### config.mk
export PLATFORM = sky130hd
export DESIGN_NAME = mii_rx_deframer
export DESIGN_NICKNAME = d
export VERILOG_FILES = /design/src/rtl/mii_rx_pkg.sv /design/src/rtl/mii_rx_hunt.sv /design/src/rtl/mii_rx_pack.sv /design/src/rtl/mii_rx_status.sv /design/src/rtl/mii_rx_deframer.sv
export SDC_FILE = /design/constraint.sdc
export NUM_CORES = 1
export LEC_CHECK = 0
export BUFFER_PORTS_ARGS = -buffer_cell sky130_fd_sc_hd__clkbuf_2
export CORE_UTILIZATION = 52
export DETAILED_ROUTE_END_ITERATION = 7
export GPL_TIMING_DRIVEN = 0
export PLACE_DENSITY = 0.79
export SLEW_MARGIN = 10
export SYNTH_ARGS = -nofsm -noshare
export SYNTH_HDL_FRONTEND = slang
export SYNTH_SLANG_ARGS = --single-unit
### constraint.sdc
create_clock -name clk -period 2 [get_ports clk]
set_input_delay 0.2 -clock clk [delete_from_list [all_inputs] [get_ports clk]]
set_output_delay 0.2 -clock clk [all_outputs]
set_load 0.005 [all_outputs]
### src/rtl/mii_rx_pkg.sv
package mii_rx_pkg;
  typedef enum logic [1:0] {
    ST_HUNT = 2'd0,
    ST_PRE  = 2'd1,
    ST_DATA = 2'd2
  } hunt_st_t;
endpackage

### src/rtl/mii_rx_hunt.sv
module mii_rx_hunt
  import mii_rx_pkg::*;
#(
  parameter int              NIB_W   = 4,
  parameter logic [NIB_W-1:0] PRE_NIB = 4'h5,
  parameter logic [NIB_W-1:0] SFD_NIB = 4'hD
) (
  input  logic             clk,
  input  logic             rst_n,
  input  logic             rx_dv,
  input  logic [NIB_W-1:0] rxd,
  output logic             data_nib_o,
  output logic             locked_o
);
  hunt_st_t st_q, st_d;

  always_comb begin
    st_d = st_q;
    if (!rx_dv) begin
      st_d = ST_HUNT;
    end else begin
      unique case (st_q)
        ST_HUNT: if (rxd == PRE_NIB) st_d = ST_PRE;
        ST_PRE: begin
          if (rxd == SFD_NIB)      st_d = ST_DATA;
          else if (rxd != PRE_NIB) st_d = ST_HUNT;
        end
        ST_DATA: st_d = ST_DATA;
        default: st_d = ST_HUNT;
      endcase
    end
  end

  always_ff @(posedge clk or negedge rst_n) begin
    if (!rst_n) st_q <= ST_HUNT;
    else        st_q <= st_d;
  end

  assign locked_o   = (st_q == ST_DATA);
  assign data_nib_o = locked_o & rx_dv;
endmodule

### src/rtl/mii_rx_pack.sv
module mii_rx_pack #(
  parameter int NIB_W = 4,
  localparam int BYTE_W = 2 * NIB_W
) (
  input  logic              clk,
  input  logic              rst_n,
  input  logic              nib_v_i,
  input  logic [NIB_W-1:0]  nib_i,
  input  logic              frame_end_i,
  input  logic              err_i,
  output logic              half_o,
  output logic              out_valid,
  output logic [BYTE_W-1:0] out_data,
  output logic              out_last,
  output logic              out_err
);
  logic              half_q, half_d;
  logic [NIB_W-1:0]  lo_q, lo_d;
  logic [BYTE_W-1:0] hold_q, hold_d;
  logic              hv_q, hv_d;
  logic              ov_d, ol_d, oe_d;
  logic [BYTE_W-1:0] od_d;
  logic              lo_en, hold_en, od_en;

  always_comb begin
    half_d  = half_q;
    lo_d    = lo_q;
    hold_d  = hold_q;
    hv_d    = hv_q;
    ov_d    = 1'b0;
    ol_d    = 1'b0;
    oe_d    = 1'b0;
    od_d    = out_data;
    lo_en   = 1'b0;
    hold_en = 1'b0;
    od_en   = 1'b0;
    if (frame_end_i) begin
      half_d = 1'b0;
      hv_d   = 1'b0;
      if (hv_q) begin
        ov_d  = 1'b1;
        od_d  = hold_q;
        od_en = 1'b1;
        ol_d  = 1'b1;
        oe_d  = err_i | half_q;
      end
    end else if (nib_v_i) begin
      if (!half_q) begin
        lo_d   = nib_i;
        lo_en  = 1'b1;
        half_d = 1'b1;
      end else begin
        half_d  = 1'b0;
        hold_d  = {nib_i, lo_q};
        hold_en = 1'b1;
        hv_d    = 1'b1;
        if (hv_q) begin
          ov_d  = 1'b1;
          od_d  = hold_q;
          od_en = 1'b1;
        end
      end
    end
  end

  always_ff @(posedge clk or negedge rst_n) begin
    if (!rst_n) begin
      half_q    <= 1'b0;
      lo_q      <= '0;
      hold_q    <= '0;
      hv_q      <= 1'b0;
      out_valid <= 1'b0;
      out_data  <= '0;
      out_last  <= 1'b0;
      out_err   <= 1'b0;
    end else begin
      half_q    <= half_d;
      hv_q      <= hv_d;
      out_valid <= ov_d;
      out_last  <= ol_d;
      out_err   <= oe_d;
      if (lo_en)   lo_q     <= lo_d;
      if (hold_en) hold_q   <= hold_d;
      if (od_en)   out_data <= od_d;
    end
  end

  assign half_o = half_q;
endmodule

### src/rtl/mii_rx_status.sv
module mii_rx_status (
  input  logic clk,
  input  logic rst_n,
  input  logic rx_dv,
  input  logic rx_er,
  input  logic locked_i,
  input  logic half_i,
  input  logic col_in,
  input  logic crs_in,
  input  logic full_duplex,
  output logic frame_end_o,
  output logic err_o,
  output logic frm_done,
  output logic frm_err,
  output logic frm_misalign,
  output logic col_out,
  output logic crs_out
);
  logic err_q, err_d;
  logic done_d, ferr_d, mis_d, col_d, crs_d;

  always_comb begin
    frame_end_o = locked_i & ~rx_dv;
    err_d       = rx_dv ? (err_q | rx_er) : 1'b0;
    done_d      = frame_end_o;
    ferr_d      = frame_end_o & (err_q | half_i);
    mis_d       = frame_end_o & half_i;
    col_d       = col_in & ~full_duplex;
    crs_d       = crs_in;
  end

  always_ff @(posedge clk or negedge rst_n) begin
    if (!rst_n) begin
      err_q        <= 1'b0;
      frm_done     <= 1'b0;
      frm_err      <= 1'b0;
      frm_misalign <= 1'b0;
      col_out      <= 1'b0;
      crs_out      <= 1'b0;
    end else begin
      err_q        <= err_d;
      frm_done     <= done_d;
      frm_err      <= ferr_d;
      frm_misalign <= mis_d;
      col_out      <= col_d;
      crs_out      <= crs_d;
    end
  end

  assign err_o = err_q;
endmodule

### src/rtl/mii_rx_deframer.sv
module mii_rx_deframer #(
  parameter int NIB_W = 4,
  localparam int BYTE_W = 2 * NIB_W
) (
  input  logic              clk,
  input  logic              rst_n,
  input  logic [NIB_W-1:0]  rxd,
  input  logic              rx_dv,
  input  logic              rx_er,
  input  logic              col_in,
  input  logic              crs_in,
  input  logic              full_duplex,
  output logic              out_valid,
  output logic [BYTE_W-1:0] out_data,
  output logic              out_last,
  output logic              out_err,
  output logic              frm_done,
  output logic              frm_err,
  output logic              frm_misalign,
  output logic              col_out,
  output logic              crs_out
);
  logic [1:0] rst_sync_q;
  logic       rst_s_n;
  logic       data_nib, locked, half, frame_end, err_flag;

  always_ff @(posedge clk or negedge rst_n) begin
    if (!rst_n) rst_sync_q <= 2'b00;
    else        rst_sync_q <= {rst_sync_q[0], 1'b1};
  end
  assign rst_s_n = rst_sync_q[1];

  mii_rx_hunt #(.NIB_W(NIB_W)) u_hunt (
    .clk        (clk),
    .rst_n      (rst_s_n),
    .rx_dv      (rx_dv),
    .rxd        (rxd),
    .data_nib_o (data_nib),
    .locked_o   (locked)
  );

  mii_rx_pack #(.NIB_W(NIB_W)) u_pack (
    .clk         (clk),
    .rst_n       (rst_s_n),
    .nib_v_i     (data_nib),
    .nib_i       (rxd),
    .frame_end_i (frame_end),
    .err_i       (err_flag),
    .half_o      (half),
    .out_valid   (out_valid),
    .out_data    (out_data),
    .out_last    (out_last),
    .out_err     (out_err)
  );

  mii_rx_status u_stat (
    .clk          (clk),
    .rst_n        (rst_s_n),
    .rx_dv        (rx_dv),
    .rx_er        (rx_er),
    .locked_i     (locked),
    .half_i       (half),
    .col_in       (col_in),
    .crs_in       (crs_in),
    .full_duplex  (full_duplex),
    .frame_end_o  (frame_end),
    .err_o        (err_flag),
    .frm_done     (frm_done),
    .frm_err      (frm_err),
    .frm_misalign (frm_misalign),
    .col_out      (col_out),
    .crs_out      (crs_out)
  );
endmodule

Word level (Yosys, flattened, before mapping)
Cells that the tools add are included.
{"block": "word_totals", "regBits": 35, "input_bits": 11, "output_inout_bits": 16, "word_cells": 70}
{"block": "classes", "n_eq_ne": 7, "mux": 28, "bitwise_logic": 11, "reduce_logical": 8}
{"op": "$mux W8", "n": 4}
{"op": "$mux W1", "n": 19}
{"op": "$mux W2", "n": 4}
{"op": "$reduce_and A4 Y1", "n": 2}
{"op": "$pmux W2 S3", "n": 1}
{"op": "$and A1 B1 Y1", "n": 5}
{"op": "$eq A4 B3 Y1 const B", "n": 1}
{"op": "$eq A4 B4 Y1 const B", "n": 1}
{"op": "$ne A4 B2 Y1 const B", "n": 1}
{"op": "$ne A4 B3 Y1 const B", "n": 1}
{"op": "$not A1 Y1", "n": 4}
{"op": "$reduce_and A2 Y1", "n": 2}
{"op": "$reduce_bool A2 Y1", "n": 2}
{"op": "$ne A3 B2 Y1 const B", "n": 1}
{"op": "$reduce_and A3 Y1", "n": 1}
{"op": "$eq A2 B1 Y1 const B", "n": 1}
{"op": "$eq A2 B2 Y1 const B", "n": 1}
{"op": "$logic_not A2 Y1", "n": 1}
{"op": "$or A1 B1 Y1", "n": 2}

Depth between registers and ports, before layout
{"block": "logic_depth", "ltp_word": 5, "depth_mapped": 4, "ltp_nobuf": 3}

Hierarchy
Synthesis repeated with hierarchy kept, for this count alone.
{"block": "hier_totals", "cells_unflattened": 78, "hier_area_um2": 1283.7}
{"module": "mii_rx_pack", "n_inst": 1, "cells_per_inst": 56, "area_per_inst_um2": 937.1, "seq_area_each_um2": 625.6}
{"module": "mii_rx_status", "n_inst": 1, "cells_per_inst": 11, "area_per_inst_um2": 191.4, "seq_area_each_um2": 150.1}
{"module": "mii_rx_hunt", "n_inst": 1, "cells_per_inst": 8, "area_per_inst_um2": 101.3, "seq_area_each_um2": 50.0}
{"module": "mii_rx_deframer", "n_inst": 1, "cells_per_inst": 3, "area_per_inst_um2": 53.8, "seq_area_each_um2": 50.0}

Worst setup path before layout
No wires, ideal clock.
{"block": "synth_timing", "path_kind": "reg2reg", "start": "register u_hunt.st_q[0]", "end": "register u_pack.lo_q[0]", "setup_ns": 0.125, "arrival_time_ns": 1.199, "required_ns": 1.875, "slack_ns": 0.676, "path_stages_with_launch": 4, "path_buffers": 0, "period_less_slack_ns": 1.324, "path_cell_list": "dfrtp_1 -> nand2b_1 -> nor2_1 -> mux2_2"}
{"block": "synth_via", "elab_chain_len": 5, "word_cells_on_any_way": 7, "classes_between": "eq/ne (1); mux (2); bitwise (3); reduce/logical (1)"}
{"element": "start: declaration", "line": "mii_rx_hunt.sv:15", "source": "hunt_st_t st_q, st_d;"}
{"element": "start signal: assignment", "line": "mii_rx_hunt.sv:36", "source": "else st_q <= st_d;"}
{"element": "$eq A2 B2 Y1 (*)", "line": "mii_rx_hunt.sv:39", "source": "assign locked_o = (st_q == ST_DATA);"}
{"element": "$and A1 B1 Y1", "line": "mii_rx_hunt.sv:40", "source": "assign data_nib_o = locked_o & rx_dv;"}
{"element": "$mux W1", "line": "mii_rx_pack.sv:47", "source": "end else if (nib_v_i) begin"}
{"element": "$mux W1", "line": "mii_rx_pack.sv:37", "source": "if (frame_end_i) begin"}
{"element": "$reduce_and A4 Y1 (no source line) (*)"}
{"element": "end signal: assignment", "line": "mii_rx_pack.sv:82", "source": "if (lo_en) lo_q <= lo_d;"}
{"element": "end: declaration", "line": "mii_rx_pack.sv:18", "source": "logic [NIB_W-1:0] lo_q, lo_d;"}
Every way passes the cells marked *; elsewhere a longest branch is shown, timed or not.
A chain may end at the register's enable or synchronous reset.

Final worst setup path
{"block": "layout_timing", "start": "register u_hunt.st_q[0]", "end": "register u_pack.lo_q[2]"}
The elaborated chain is that of the path after synthesis.

==> summary.txt <==
Crit Path Max Fanout -> 5
hold path depth -> 2
crit path capture type -> flip-flop
reg2reg path depth -> 3
Total GRT Usage -> 19.08%
# port buffers -> 26
max-cap violations -> 0
Core Rows -> 17
Worst-Skew Late Latency -> 340 ps
share of cells above drive strength 1 -> 50.00%
WP data arrival -> 1750 ps
htree depth -> 2
CTS tree -> yes
area grow syn2layout -> 22.97%
DRT Pass-1 Iters -> 4
Gate Count Post-Synth -> 79
combinational family with the most area after synthesis -> multiplexers
top-area cell type share of the netlist area -> 67.57%
worst r2r src -> u_hunt.st_q[0]$_DFFE_PN0P_
outcome -> finished, final reports clean
top cells by area, synth -> dfrtp_1 (68%), mux2_2 (10%), mux2_4 (9.3%)
XOR/XNOR Fraction of Synth Area -> 0%
Syn Nets -> 90
antenna cells -> 0
CP Class -> flip-flop to flip-flop
hold path startpoint -> rxd[1]
DIE AREA -> 2696 um2
final setup TNS -> 0 ps
Die Width -> 51.93 um
#FFs+latches synth -> 35
largest net degree at the start of global routing -> 34
Die Ht -> 51.93 um
# Post-CTS Setup Buffers -> 0
fin area -> 1594 um2
headroom to the max-slew limit -> 54.42%
core area -> 2276 um2
global-route wire length before repair -> 3.422 mm
simple-gate area share of the yosys netlist -> 8.880%
final WL -> 1.972 mm
maximum clock path buffer count -> 2
average routed wire per standard cell -> 13.69 um
Min Clock Period, post-route -> 1523 ps
clock sinks -> 35
CP Data Required Time -> 2230 ps
unrepaired setup endpoints after global routing -> no
area leader, netlist -> dfrtp_1
PD cells -> 876.5 nW/um2
commonest non-fill, non-tap cell in the layout -> dfrtp_1
vias in the first global route -> 740
register area share after synthesis -> 67.57%
GP Congestion -> 0.7435
clk root buf -> clkbuf_4
Placed Area -> 1461 um2
starting utilization of the core area -> 56.95%
DPL Wire Length -> 1.340 mm
most frequent cells in the layout -> dfrtp_1 (34), clkbuf_2 (26), mux2_2 (12)
TritonCTS Buffers -> 5
synth warn -> 0
Synth Cell Area -> 1296 um2
Static Leak -> 0.8261 nW
Clock Skews -> 9.383 ps
initial antenna violation count -> 0
Worst-path clk slew -> 100 ps
mux contribution to synthesized area -> 19.69%
r2r setup slk -> 480 ps
final setup violating endpoints -> 0
startpoint types -> flip-flop
Slew Viols, Final -> 0
reg-to-reg critical path endpoint -> u_pack.lo_q[2]$_DFFE_PN0P_
Worst VDD drop -> 756.5 uV
Net count, final -> 126
final antenna-violating net count -> 0
post-synthesis adder-cell area fraction -> 0%
via count -> 744
# IOs -> 27
Vias/cell -> 5.167
total gr overflow -> 0
post-route clock period utilization -> 76.14%
syn_area_per_cell -> 16.41 um2
HP Class -> input port to flip-flop
drc violations -> 0
final-report hold violation count -> 0
Synth Area in Compound Gates -> 2.703%
Slew @ Worst Pin -> 683.8 ps
worst hold endpoint -> u_hunt.st_q[0]$_DFFE_PN0P_
DR iter-0 viols -> 3
Cell variety after synth -> 19
Max Freq -> 656.7 MHz
final cells by class:
class                   count  area [um2]
clock inverters             2       60.06
well taps                  28       35.03
multi-input cells          43       409.1
plain buffers               1       11.26
fillers                   163       681.9
flip-flops and latches     35       877.1
repair buffers             29       160.2
clock buffers               6       41.29
critical path: stages (launching register included):
cell and delay [ps]:
dfrtp_1 460, nand2b_1 200, nor2_1 360, mux2_2 390
through the flow:
stage	setup WS (ps)	hold slack, ps	total power (W)	utilization (%)	instances
3_3_place_gp	532.0	-14.89	0.0007884	64.21	133
5_1_grt	392.8	45.71	0.001449	70.04	144
2_1_floorplan	675.9	-95.59	0.0007672	-	79
4_1_cts	452.6	60.95	0.001412	69.98	144
6_report	477.2	73.88	0.001397	70.04	144
3_5_place_dp	485.9	-13.07	0.0007914	64.21	133
flip-flops by register name (all words and copies together) (netlist names):
signal and cells:
u_stat.err_o 1, u_stat.frm_done 1, u_pack.hold_q 8, u_pack.lo_q 4, u_pack.half_o 1, u_stat.col_out 1, u_stat.frm_err 1, u_stat.frm_misalign 1
u_pack.hv_q 1, u_stat.crs_out 1, u_pack.out_valid 1, u_hunt.st_q 2, u_pack.out_last 1, rst_sync_q 2, u_pack.out_data 8, u_pack.out_err 1
worst max path at each step:
stage                          startpoint                    endpoint  cells past startpoint
5_1_grt        u_hunt.st_q[0]$_DFFE_PN0P_  u_pack.lo_q[1]$_DFFE_PN0P_                      3
6_report       u_hunt.st_q[0]$_DFFE_PN0P_  u_pack.lo_q[2]$_DFFE_PN0P_                      3
3_5_place_dp   u_hunt.st_q[0]$_DFFE_PN0P_  u_pack.lo_q[2]$_DFFE_PN0P_                      3
4_1_cts        u_hunt.st_q[0]$_DFFE_PN0P_  u_pack.lo_q[2]$_DFFE_PN0P_                      3
2_1_floorplan  u_hunt.st_q[0]$_DFFE_PN0P_  u_pack.lo_q[0]$_DFFE_PN0P_                      3
3_3_place_gp   u_hunt.st_q[0]$_DFFE_PN0P_  u_pack.lo_q[2]$_DFFE_PN0P_                      3
report_power, final:
| group | internal [W] | switching, W | leakage (nW) |
|---|---|---|---|
| Sequential | 0.000722 | 0.0000214 | 0.467 |
| Combinational | 0.0000226 | 0.0000145 | 0.307 |
| Clock | 0.000390 | 0.000226 | 0.0525 |
synthesized netlist by cell type (all sizes together):
master and count:
a21o 1, a21oi 1, and2 3, and3 1
buf 1, conb 1, dfrtp 35, mux2 20
nand2 2, nand2b 2, nand3 1, nor2 2
nor2b 2, nor3b 1, nor4 2, o21a 3
or2b 1
layer usage:
metal  track usage (%)  part of all wire (%)  routed length (um)
met4             11.71                   2.4                  48
met2             28.42                    50                 987
met1             22.00                    42                 834
met3             9.064                   5.1                 101
met5                 0                     0                   0
repair_timing:
| action | in CTS | in global routing |
|---|---|---|
| hold buffers | 3 | 0 |
| hold endpoints to repair | 4 | 0 |
| gates resized for setup | 0 | 0 |
cell families (layout without fill, tap and decap cells):
| kind of cell | after synthesis | in the layout |
|---|---|---|
| and+or+nand+nor | 17 | 17 |
| muxes | 20 | 20 |
| AOI/OAI and AO/OA | 5 | 5 |
| DFF | 35 | 35 |
| buffers and inverters | 1 | 38 |
| other | 1 | 1 |
Power figures use the tool's default switching activity.
